File: src/rtl/coh_pkg.sv
package coh_pkg;

    typedef enum logic [1:0] {
        ST_I = 2'd0,
        ST_S = 2'd1,
        ST_M = 2'd2
    } line_st_e;

    typedef enum logic [2:0] {
        CMD_NONE = 3'd0,
        CMD_RD   = 3'd1,
        CMD_RDX  = 3'd2,
        CMD_UPGR = 3'd3,
        CMD_WB   = 3'd4
    } bus_cmd_e;

    // State a snooping cache moves to when another cache broadcasts cmd.
    function automatic line_st_e snoop_next(line_st_e cur, bus_cmd_e cmd);
        case (cmd)
            CMD_RD:            return (cur == ST_M) ? ST_S : cur;
            CMD_RDX, CMD_UPGR: return ST_I;
            default:           return cur;
        endcase
    endfunction

    function automatic logic cmd_wants_data(bus_cmd_e cmd);
        return (cmd == CMD_RD) || (cmd == CMD_RDX);
    endfunction

endpackage

File: src/rtl/coh_rr_arb.sv
module coh_rr_arb #(
    parameter int N = 3
) (
    input  logic         clk,
    input  logic         rst,
    input  logic [N-1:0] req,
    output logic [N-1:0] gnt
);
    localparam int PW = (N > 1) ? $clog2(N) : 1;

    logic [PW-1:0] last_q;

    always_comb begin
        logic found;
        found = 1'b0;
        gnt   = '0;
        for (int k = 1; k <= N; k++) begin
            int idx;
            idx = (int'(last_q) + k) % N;
            if (!found && req[idx]) begin
                gnt[idx] = 1'b1;
                found    = 1'b1;
            end
        end
    end

    always_ff @(posedge clk) begin
        if (rst) begin
            last_q <= PW'(N - 1);
        end else begin
            for (int i = 0; i < N; i++) begin
                if (gnt[i]) last_q <= PW'(i);
            end
        end
    end

    AST_GNT_ONEHOT: assert property (@(posedge clk) disable iff (rst)
        $onehot0(gnt));
    AST_GNT_ONLY_REQ: assert property (@(posedge clk) disable iff (rst)
        (gnt & ~req) == '0);

endmodule

File: src/rtl/coh_mem.sv
module coh_mem #(
    parameter int AW = 5,
    parameter int DW = 8
) (
    input  logic          clk,
    input  logic          rst,
    input  logic          wr_en,
    input  logic [AW-1:0] wr_addr,
    input  logic [DW-1:0] wr_data,
    input  logic [AW-1:0] rd_addr,
    output logic [DW-1:0] rd_data
);
    localparam int NWORDS = 2 ** AW;

    logic [DW-1:0] words [NWORDS];

    assign rd_data = words[rd_addr];

    always_ff @(posedge clk) begin
        if (rst) begin
            for (int i = 0; i < NWORDS; i++) words[i] <= '0;
        end else if (wr_en) begin
            words[wr_addr] <= wr_data;
        end
    end

endmodule

File: src/rtl/coh_l1_ctrl.sv
module coh_l1_ctrl
    import coh_pkg::*;
#(
    parameter int NSETS = 4,
    parameter int AW    = 5,
    parameter int DW    = 8
) (
    input  logic                       clk,
    input  logic                       rst,
    input  logic                       req_valid,
    input  logic                       req_we,
    input  logic [AW-1:0]              req_addr,
    input  logic [DW-1:0]              req_wdata,
    output logic                       req_ready,
    output logic                       resp_valid,
    output logic [DW-1:0]              resp_rdata,
    output logic                       bus_req,
    input  logic                       bus_gnt,
    output bus_cmd_e                   my_cmd,
    output logic [AW-1:0]              my_addr,
    output logic [DW-1:0]              my_data,
    input  bus_cmd_e                   bus_cmd,
    input  logic [AW-1:0]              bus_addr,
    input  logic [DW-1:0]              bus_fill,
    output logic                       snp_owner,
    output logic [DW-1:0]              snp_data,
    output line_st_e [NSETS-1:0]       st_o,
    output logic [NSETS-1:0][AW-$clog2(NSETS)-1:0] tag_o
);
    localparam int IW = $clog2(NSETS);
    localparam int TW = AW - IW;

    typedef struct packed {
        logic          we;
        logic [AW-1:0] addr;
        logic [DW-1:0] wdata;
    } core_req_t;

    line_st_e [NSETS-1:0]          lst;
    logic [NSETS-1:0][TW-1:0]      ltag;
    logic [NSETS-1:0][DW-1:0]      ldata;
    logic                          pending;
    core_req_t                     pend;

    logic [IW-1:0] ridx, pidx, sidx;
    logic [TW-1:0] rtag, ptag, stag;
    logic          hit_ok, need_wb, own_s, bus_busy, snp_hit;

    assign ridx = req_addr[IW-1:0];
    assign rtag = req_addr[AW-1:IW];
    assign pidx = pend.addr[IW-1:0];
    assign ptag = pend.addr[AW-1:IW];
    assign sidx = bus_addr[IW-1:0];
    assign stag = bus_addr[AW-1:IW];

    assign hit_ok = (lst[ridx] != ST_I) && (ltag[ridx] == rtag)
                    && (!req_we || lst[ridx] == ST_M);

    // Another controller's transaction is on the bus this cycle.
    assign bus_busy  = (bus_cmd != CMD_NONE) && !bus_gnt;
    assign req_ready = !pending && !bus_busy;
    assign bus_req   = pending;

    // Decided at grant time so a copy lost while waiting is seen.
    assign need_wb = (lst[pidx] == ST_M) && (ltag[pidx] != ptag);
    assign own_s   = (lst[pidx] == ST_S) && (ltag[pidx] == ptag);

    always_comb begin
        if (need_wb)      my_cmd = CMD_WB;
        else if (!pend.we) my_cmd = CMD_RD;
        else if (own_s)   my_cmd = CMD_UPGR;
        else              my_cmd = CMD_RDX;
    end

    assign my_addr = need_wb ? {ltag[pidx], pidx} : pend.addr;
    assign my_data = ldata[pidx];

    assign snp_hit   = bus_busy && (bus_cmd != CMD_WB)
                       && (lst[sidx] != ST_I) && (ltag[sidx] == stag);
    assign snp_owner = snp_hit && (lst[sidx] == ST_M) && cmd_wants_data(bus_cmd);
    assign snp_data  = ldata[sidx];

    assign st_o  = lst;
    assign tag_o = ltag;

    always_ff @(posedge clk) begin
        if (rst) begin
            for (int i = 0; i < NSETS; i++) lst[i] <= ST_I;
            ltag       <= '0;
            ldata      <= '0;
            pending    <= 1'b0;
            pend       <= '0;
            resp_valid <= 1'b0;
            resp_rdata <= '0;
        end else begin
            resp_valid <= 1'b0;
            if (snp_hit) lst[sidx] <= snoop_next(lst[sidx], bus_cmd);

            if (req_valid && req_ready) begin
                if (hit_ok) begin
                    resp_valid <= 1'b1;
                    if (req_we) begin
                        ldata[ridx] <= req_wdata;
                        resp_rdata  <= req_wdata;
                    end else begin
                        resp_rdata  <= ldata[ridx];
                    end
                end else begin
                    pending <= 1'b1;
                    pend    <= '{we: req_we, addr: req_addr, wdata: req_wdata};
                end
            end

            if (pending && bus_gnt) begin
                if (need_wb) begin
                    lst[pidx] <= ST_I;
                end else begin
                    ltag[pidx]  <= ptag;
                    lst[pidx]   <= pend.we ? ST_M : ST_S;
                    ldata[pidx] <= pend.we ? pend.wdata : bus_fill;
                    resp_rdata  <= pend.we ? pend.wdata : bus_fill;
                    resp_valid  <= 1'b1;
                    pending     <= 1'b0;
                end
            end
        end
    end

    AST_SNOOP_INVALIDATES: assert property (@(posedge clk) disable iff (rst)
        (snp_hit && (bus_cmd == CMD_RDX || bus_cmd == CMD_UPGR))
        |=> lst[$past(sidx)] == ST_I);
    AST_HIT_STAYS_OFF_BUS: assert property (@(posedge clk) disable iff (rst)
        (req_valid && req_ready && hit_ok) |=> (!bus_req && resp_valid));

endmodule

File: src/rtl/coh_snoop_system.sv
module coh_snoop_system
    import coh_pkg::*;
#(
    parameter int NC    = 3,
    parameter int NSETS = 4,
    parameter int AW    = 5,
    parameter int DW    = 8
) (
    input  logic             clk,
    input  logic             rst,
    input  logic [NC-1:0]    core_req_valid,
    input  logic [NC-1:0]    core_req_we,
    input  logic [NC*AW-1:0] core_req_addr,
    input  logic [NC*DW-1:0] core_req_wdata,
    output logic [NC-1:0]    core_req_ready,
    output logic [NC-1:0]    core_resp_valid,
    output logic [NC*DW-1:0] core_resp_rdata,
    output logic [2:0]       bus_cmd_o,
    output logic [AW-1:0]    bus_addr_o
);
    localparam int IW = $clog2(NSETS);
    localparam int TW = AW - IW;

    logic [NC-1:0]            breq, bgnt, owner;
    bus_cmd_e                 cmd_arr   [NC];
    logic [AW-1:0]            addr_arr  [NC];
    logic [DW-1:0]            data_arr  [NC];
    logic [DW-1:0]            snpd_arr  [NC];
    line_st_e [NSETS-1:0]     st_all    [NC];
    logic [NSETS-1:0][TW-1:0] tag_all   [NC];

    bus_cmd_e      bus_cmd;
    logic [AW-1:0] bus_addr;
    logic [DW-1:0] bus_wdata, own_data, mem_rd, fill;
    logic          owner_any;

    coh_rr_arb #(.N(NC)) u_arb (
        .clk(clk), .rst(rst), .req(breq), .gnt(bgnt)
    );

    for (genvar g = 0; g < NC; g++) begin : g_core
        coh_l1_ctrl #(.NSETS(NSETS), .AW(AW), .DW(DW)) u_l1 (
            .clk        (clk),
            .rst        (rst),
            .req_valid  (core_req_valid[g]),
            .req_we     (core_req_we[g]),
            .req_addr   (core_req_addr[g*AW +: AW]),
            .req_wdata  (core_req_wdata[g*DW +: DW]),
            .req_ready  (core_req_ready[g]),
            .resp_valid (core_resp_valid[g]),
            .resp_rdata (core_resp_rdata[g*DW +: DW]),
            .bus_req    (breq[g]),
            .bus_gnt    (bgnt[g]),
            .my_cmd     (cmd_arr[g]),
            .my_addr    (addr_arr[g]),
            .my_data    (data_arr[g]),
            .bus_cmd    (bus_cmd),
            .bus_addr   (bus_addr),
            .bus_fill   (fill),
            .snp_owner  (owner[g]),
            .snp_data   (snpd_arr[g]),
            .st_o       (st_all[g]),
            .tag_o      (tag_all[g])
        );
    end

    always_comb begin
        bus_cmd   = CMD_NONE;
        bus_addr  = '0;
        bus_wdata = '0;
        owner_any = 1'b0;
        own_data  = '0;
        for (int i = 0; i < NC; i++) begin
            if (bgnt[i]) begin
                bus_cmd   = cmd_arr[i];
                bus_addr  = addr_arr[i];
                bus_wdata = data_arr[i];
            end
            if (owner[i]) begin
                owner_any = 1'b1;
                own_data  = snpd_arr[i];
            end
        end
    end

    assign fill = owner_any ? own_data : mem_rd;

    coh_mem #(.AW(AW), .DW(DW)) u_mem (
        .clk     (clk),
        .rst     (rst),
        .wr_en   ((bus_cmd == CMD_WB) || owner_any),
        .wr_addr (bus_addr),
        .wr_data (owner_any ? own_data : bus_wdata),
        .rd_addr (bus_addr),
        .rd_data (mem_rd)
    );

    assign bus_cmd_o  = bus_cmd;
    assign bus_addr_o = bus_addr;

    // Cross-cache checks over the state every controller exports.
    logic swmr_bad, m_elsewhere;
    always_comb begin
        swmr_bad = 1'b0;
        for (int s = 0; s < NSETS; s++) begin
            for (int i = 0; i < NC; i++) begin
                for (int j = i + 1; j < NC; j++) begin
                    if (st_all[i][s] != ST_I && st_all[j][s] != ST_I
                        && tag_all[i][s] == tag_all[j][s]
                        && (st_all[i][s] == ST_M || st_all[j][s] == ST_M))
                        swmr_bad = 1'b1;
                end
            end
        end
        m_elsewhere = 1'b0;
        for (int i = 0; i < NC; i++) begin
            if (!bgnt[i] && st_all[i][bus_addr[IW-1:0]] == ST_M
                && tag_all[i][bus_addr[IW-1:0]] == bus_addr[AW-1:IW])
                m_elsewhere = 1'b1;
        end
    end

    AST_SINGLE_WRITER: assert property (@(posedge clk) disable iff (rst)
        !swmr_bad);
    AST_ONE_OWNER: assert property (@(posedge clk) disable iff (rst)
        $onehot0(owner));
    AST_MEM_SOURCE_OK: assert property (@(posedge clk) disable iff (rst)
        (cmd_wants_data(bus_cmd) && !owner_any) |-> !m_elsewhere);

endmodule

File: config.mk
export PLATFORM = sky130hd
export DESIGN_NAME = coh_snoop_system
export DESIGN_NICKNAME = d
export VERILOG_FILES = /design/src/rtl/coh_pkg.sv /design/src/rtl/coh_rr_arb.sv /design/src/rtl/coh_mem.sv /design/src/rtl/coh_l1_ctrl.sv /design/src/rtl/coh_snoop_system.sv
export SDC_FILE = /design/constraint.sdc
export NUM_CORES = 1
export LEC_CHECK = 0
export BUFFER_PORTS_ARGS = -buffer_cell sky130_fd_sc_hd__buf_2
export CORE_MARGIN = 1.5
export CORE_UTILIZATION = 54
export CTS_BUF_LIST = sky130_fd_sc_hd__clkbuf_4 sky130_fd_sc_hd__clkbuf_8
export DETAILED_ROUTE_END_ITERATION = 8
export PLACE_DENSITY = 0.73
export SLEW_MARGIN = 0
export SYNTH_ARGS = -nofsm -noshare
export SYNTH_HDL_FRONTEND = slang
export SYNTH_SLANG_ARGS = --single-unit
File: constraint.sdc
create_clock -name clk -period 5.01 [get_ports clk]
set_clock_uncertainty 0.2 [all_clocks]
set_input_delay 0 -clock clk [delete_from_list [all_inputs] [get_ports clk]]
set_output_delay 0 -clock clk [all_outputs]
set_load 0.01 [all_outputs]
==> impl_metrics.toml <==
[global_routing]
grt_max_degree = 92
grt_overflow = 0
globalRouteTotalUtil_pct = 37.7
grt_pass1_vias = 25676
grt_pass1_wl_um = 153000
antenna_found_initial = 1

[die]
num_io_pins = 85
start_util_pct = 54.5
die_w_um = 230
die_y_um = 230
row_count = 83
coreArea_um2 = 51200
die_area_um2 = 53000

[sta]
setup_viol = 0
slew_headroom_pct = 26.3
min_period_over_period_pct = 99.6
rsz0062_at_grt = "yes"
timing.final.ws_setup_ns = 0.0188
max_freq_mhz = 200
tightest_slew_ns = 1.10
final-hold-violation-count = 0
finalCriticalPeriod_ns = 4.99
drv_slew = 0

[worst_setup_path]
critPathCaptureType = "register"
crit_required_ns = 5.38
worstSetupPathType = "reg2reg"
crit_fanout = 31
rrSetupSlack_ns = 0.02
r2r_start = "u_arb.last_q[0]$_SDFFE_PP0P_"
worstReg2RegEnd = "g_core[0].u_l1.resp_rdata[0]$_SDFF_PP0_"
reg2reg_depth = 20
critPathLaunchType = "register"
critPathArrivalTime_ns = 5.37

[yosys]
synth_nets = 2971
ys_warn_count = 0
netlist_area_um2 = 27900
ys.flop_type = "edfxtp_1"
synth_edf_count = 256
synth_top_cell_area_share_pct = 27.6
netlist-cell-type-count = 94
async_reset_ff_share_pct = 0
ys_ff_latch = 486
ys_seq_area_share_pct = 44.1
yosys-top-cells-area = "edfxtp_1, dfxtp_1, mux4_2"
synth.top_cells.by_count = "nor2_1, nand2_1, edfxtp_1"
synth.avg_cell_area_um2 = 9.55
netlist_instances = 2920
synth_most_common_cell = "nor2_1"
synth_top_area_cell = "edfxtp_1"

[clock_network]
cts_num_sinks = 486
ctsRootBufferMaster = "clkbuf_8"
cts_tree = "done"
path_clk_slew_ns = 0.07
clk_latency_ns = 0.73
htreeDepth = 3
numCtsBuffers = 85
cts_max_path_buffers = 3

[routing]
avgRoutedWirePerCell_um = 25.8
drt-initial-drc-count = 3292
vias_per_cell = 6.64
first_pass_iters = 6
drc = 0
ant_nets = 0
drt-total-wl_um = 103000
vias = 26581

[power_and_ir_drop]
p_total_mw = 26.6
power_switching_share_pct = 50.9
pwr-share-clk_pct = 13.9
p_comb_share_pct = 67.3
powerDensity_nw_per_um2 = 777
peakVddDrop_mv = 1.14
p_leak_nw = 13.0
seq_power_share_pct = 18.7
power.internal_mw = 13.1
power.switching_mw = 13.5

[place]
dp_hpwl_um = 69700
io_buffers = 84
place_congestion = 1.03
place_ws_ns = -0.107

[flow_run]
max-cap-violations = 0

[layout]
nets = 3315
drive_gt1_share_pct = 24.5
fillCellCount = 3951
area_growth_pct = 22.7
fin_util_pct = 66.9

[hold_path]
worstHoldEndpoint = "g_core[2].u_l1.ldata[25]$_SDFF_PP0_"
whs_path_depth = 4
hold_class = "in2reg"
hp-start = "core_req_wdata[17]"

[status]
status = "finished clean"
-- stage by stage --
| step | hold WS (ns) | cells | area [um2] | TNS, ns |
|---|---|---|---|---|
| 3_3_place_gp | 0.0693 | 3745 | 31100 | -0.0750 |
| 6_report | 0.0704 | 4006 | 34200 | 0 |
| 3_5_place_dp | 0.0837 | 3745 | 31100 | -0.679 |
| 2_1_floorplan | -0.0561 | 2920 | 28000 | 0 |
| 4_1_cts | 0.0120 | 3992 | 33800 | -0.0211 |
| 5_1_grt | 0.0767 | 4006 | 34200 | -0.639 |
-- layout by cell type, fill, tap and decap left out, types with 18 or more instances in the layout --
cell	netlist	layout
a31oi_1	18	18
a22oi_1	50	46
nand3_1	75	74
mux2_2	73	73
edfxtp_1	256	256
nor2_1	440	437
a32oi_1	19	19
buf_12	0	45
clkbuf_8	0	93
o211ai_1	59	59
a221oi_1	20	20
a311oi_1	49	49
mux2i_1	158	155
nand3_4	24	25
buf_2	58	83
nor3_1	30	29
nor2b_1	27	27
dfxtp_1	230	228
a211oi_1	34	34
clkbuf_4	0	21
dlygate4sd3_1	0	96
mux4_2	82	82
o21ai_1	30	23
o21ai_0	62	59
inv_1	34	33
buf_4	9	243
a21oi_1	209	208
nand2_1	428	412
and3_1	36	36
nand4_1	27	27
-- power by group through the flow --
| stage | logic [mW] | registers (mW) | clock network [mW] |
|---|---|---|---|
| after global routing | 18.5 | 5.01 | 3.90 |
| final | 17.9 | 4.98 | 3.71 |
| after detailed placement | 16.0 | 5.02 | 0 |
| after floorplan | 8.84 | 4.88 | 0 |
| after CTS | 16.5 | 4.94 | 3.73 |
| after global placement | 15.8 | 5.01 | 0 |
-- kinds of logic (layout without fill, tap and decap cells) --
family | after synthesis | count (layout) | share of synthesized area [%]
xor+xnor | 19 | 19 | 0.597
flops | 486 | 486 | 44.1
compound gates | 667 | 667 | 16.5
buf+inv | 273 | 678 | 4.14
mux | 315 | 315 | 15.3
other cells | 0 | 1 | 0
fa+ha+maj | 4 | 4 | 0.179
simple gates | 1156 | 1156 | 19.1
-- what timing repair did --
| item | 4_1_cts | 5_1_grt |
|---|---|---|
| resized for setup | 5 | 48 |
| endpoints found under the setup margin | 166 | 622 |
| hold endpoints to repair | 212 | 0 |
| pin swaps | 2 | 12 |
| setup buffers | 1 | 6 |
| hold buffers | 97 | 0 |
| cloned | 1 | 7 |
-- worst max path at each step --
| stage | start | endpoint | slack [ns] | depth (start not counted) |
|---|---|---|---|---|
| floorplan | g_core[0].u_l1.pend[8]$_SDFFE_PP0P_ | u_mem.words[31][0]$_SDFFCE_PN0P_ | 0.0004 | 14 |
| global placement | u_arb.last_q[0]$_SDFFE_PP0P_ | g_core[2].u_l1.ldata[17]$_SDFF_PP0_ | -0.02 | 18 |
| detailed placement | u_arb.last_q[0]$_SDFFE_PP0P_ | g_core[2].u_l1.ldata[25]$_SDFF_PP0_ | -0.11 | 18 |
| CTS | u_arb.last_q[0]$_SDFFE_PP0P_ | g_core[2].u_l1.ldata[14]$_SDFF_PP0_ | -0.02 | 18 |
| global route | u_arb.last_q[0]$_SDFFE_PP0P_ | g_core[2].u_l1.ldata[1]$_SDFF_PP0_ | -0.05 | 19 |
| finish | u_arb.last_q[0]$_SDFFE_PP0P_ | g_core[0].u_l1.resp_rdata[0]$_SDFF_PP0_ | 0.02 | 20 |
-- sequential cells by signal, summed over array words and instances (netlist names) --
register,flops
g_core.u_l1.resp_valid,3
g_core.u_l1.pend,42
u_mem.words,256
g_core.u_l1.bus_req,3
g_core.u_l1.ldata,96
u_arb.last_q,2
g_core.u_l1.tag_o,36
g_core.u_l1.resp_rdata,24
g_core.u_l1.st_o,24
-- critical path, cell delays in order, from the launching register on --
cell      delay, ns
dfxtp_1        0.32
buf_4          0.14
ha_1           0.22
buf_4          0.16
nand3b_1       0.17
o21ai_1        0.19
nand2b_1       0.20
o2111a_2       0.24
o21ai_4        0.38
buf_12         0.25
buf_12         0.22
mux2i_1        0.34
a22oi_1        0.19
a32oi_1        0.25
buf_4          0.15
o221ai_1       0.20
o211a_1        0.33
o21ai_1        0.22
buf_12         0.20
buf_4          0.14
o21ai_0        0.08
-- layout make-up --
type / count / area (um2) / share of cell area, %
Antenna cell: 1 / 2.50 / 0.00731
Tap cell: 680 / 851 / 2.49
Inverter: 43 / 179 / 0.523
Clock inverter: 34 / 255 / 0.746
Multi-Input combinational cell: 2161 / 14700 / 43.1
Clock buffer: 114 / 1440 / 4.20
Timing Repair inverter: 2 / 17.5 / 0.0512
Timing Repair Buffer: 485 / 4450 / 13.0
Sequential cell: 486 / 12300 / 35.9
-- per-layer routing --
layer  routed length, um  vias to the layer above  GRT usage, %
met5                   0                        -             0
li1                    -                    11498             -
met3               11100                      405          7.24
met4                6460                        0          21.2
met1               37400                    12861          47.2
met2               48300                     1817          61.4
Power figures use the tool's default switching activity.
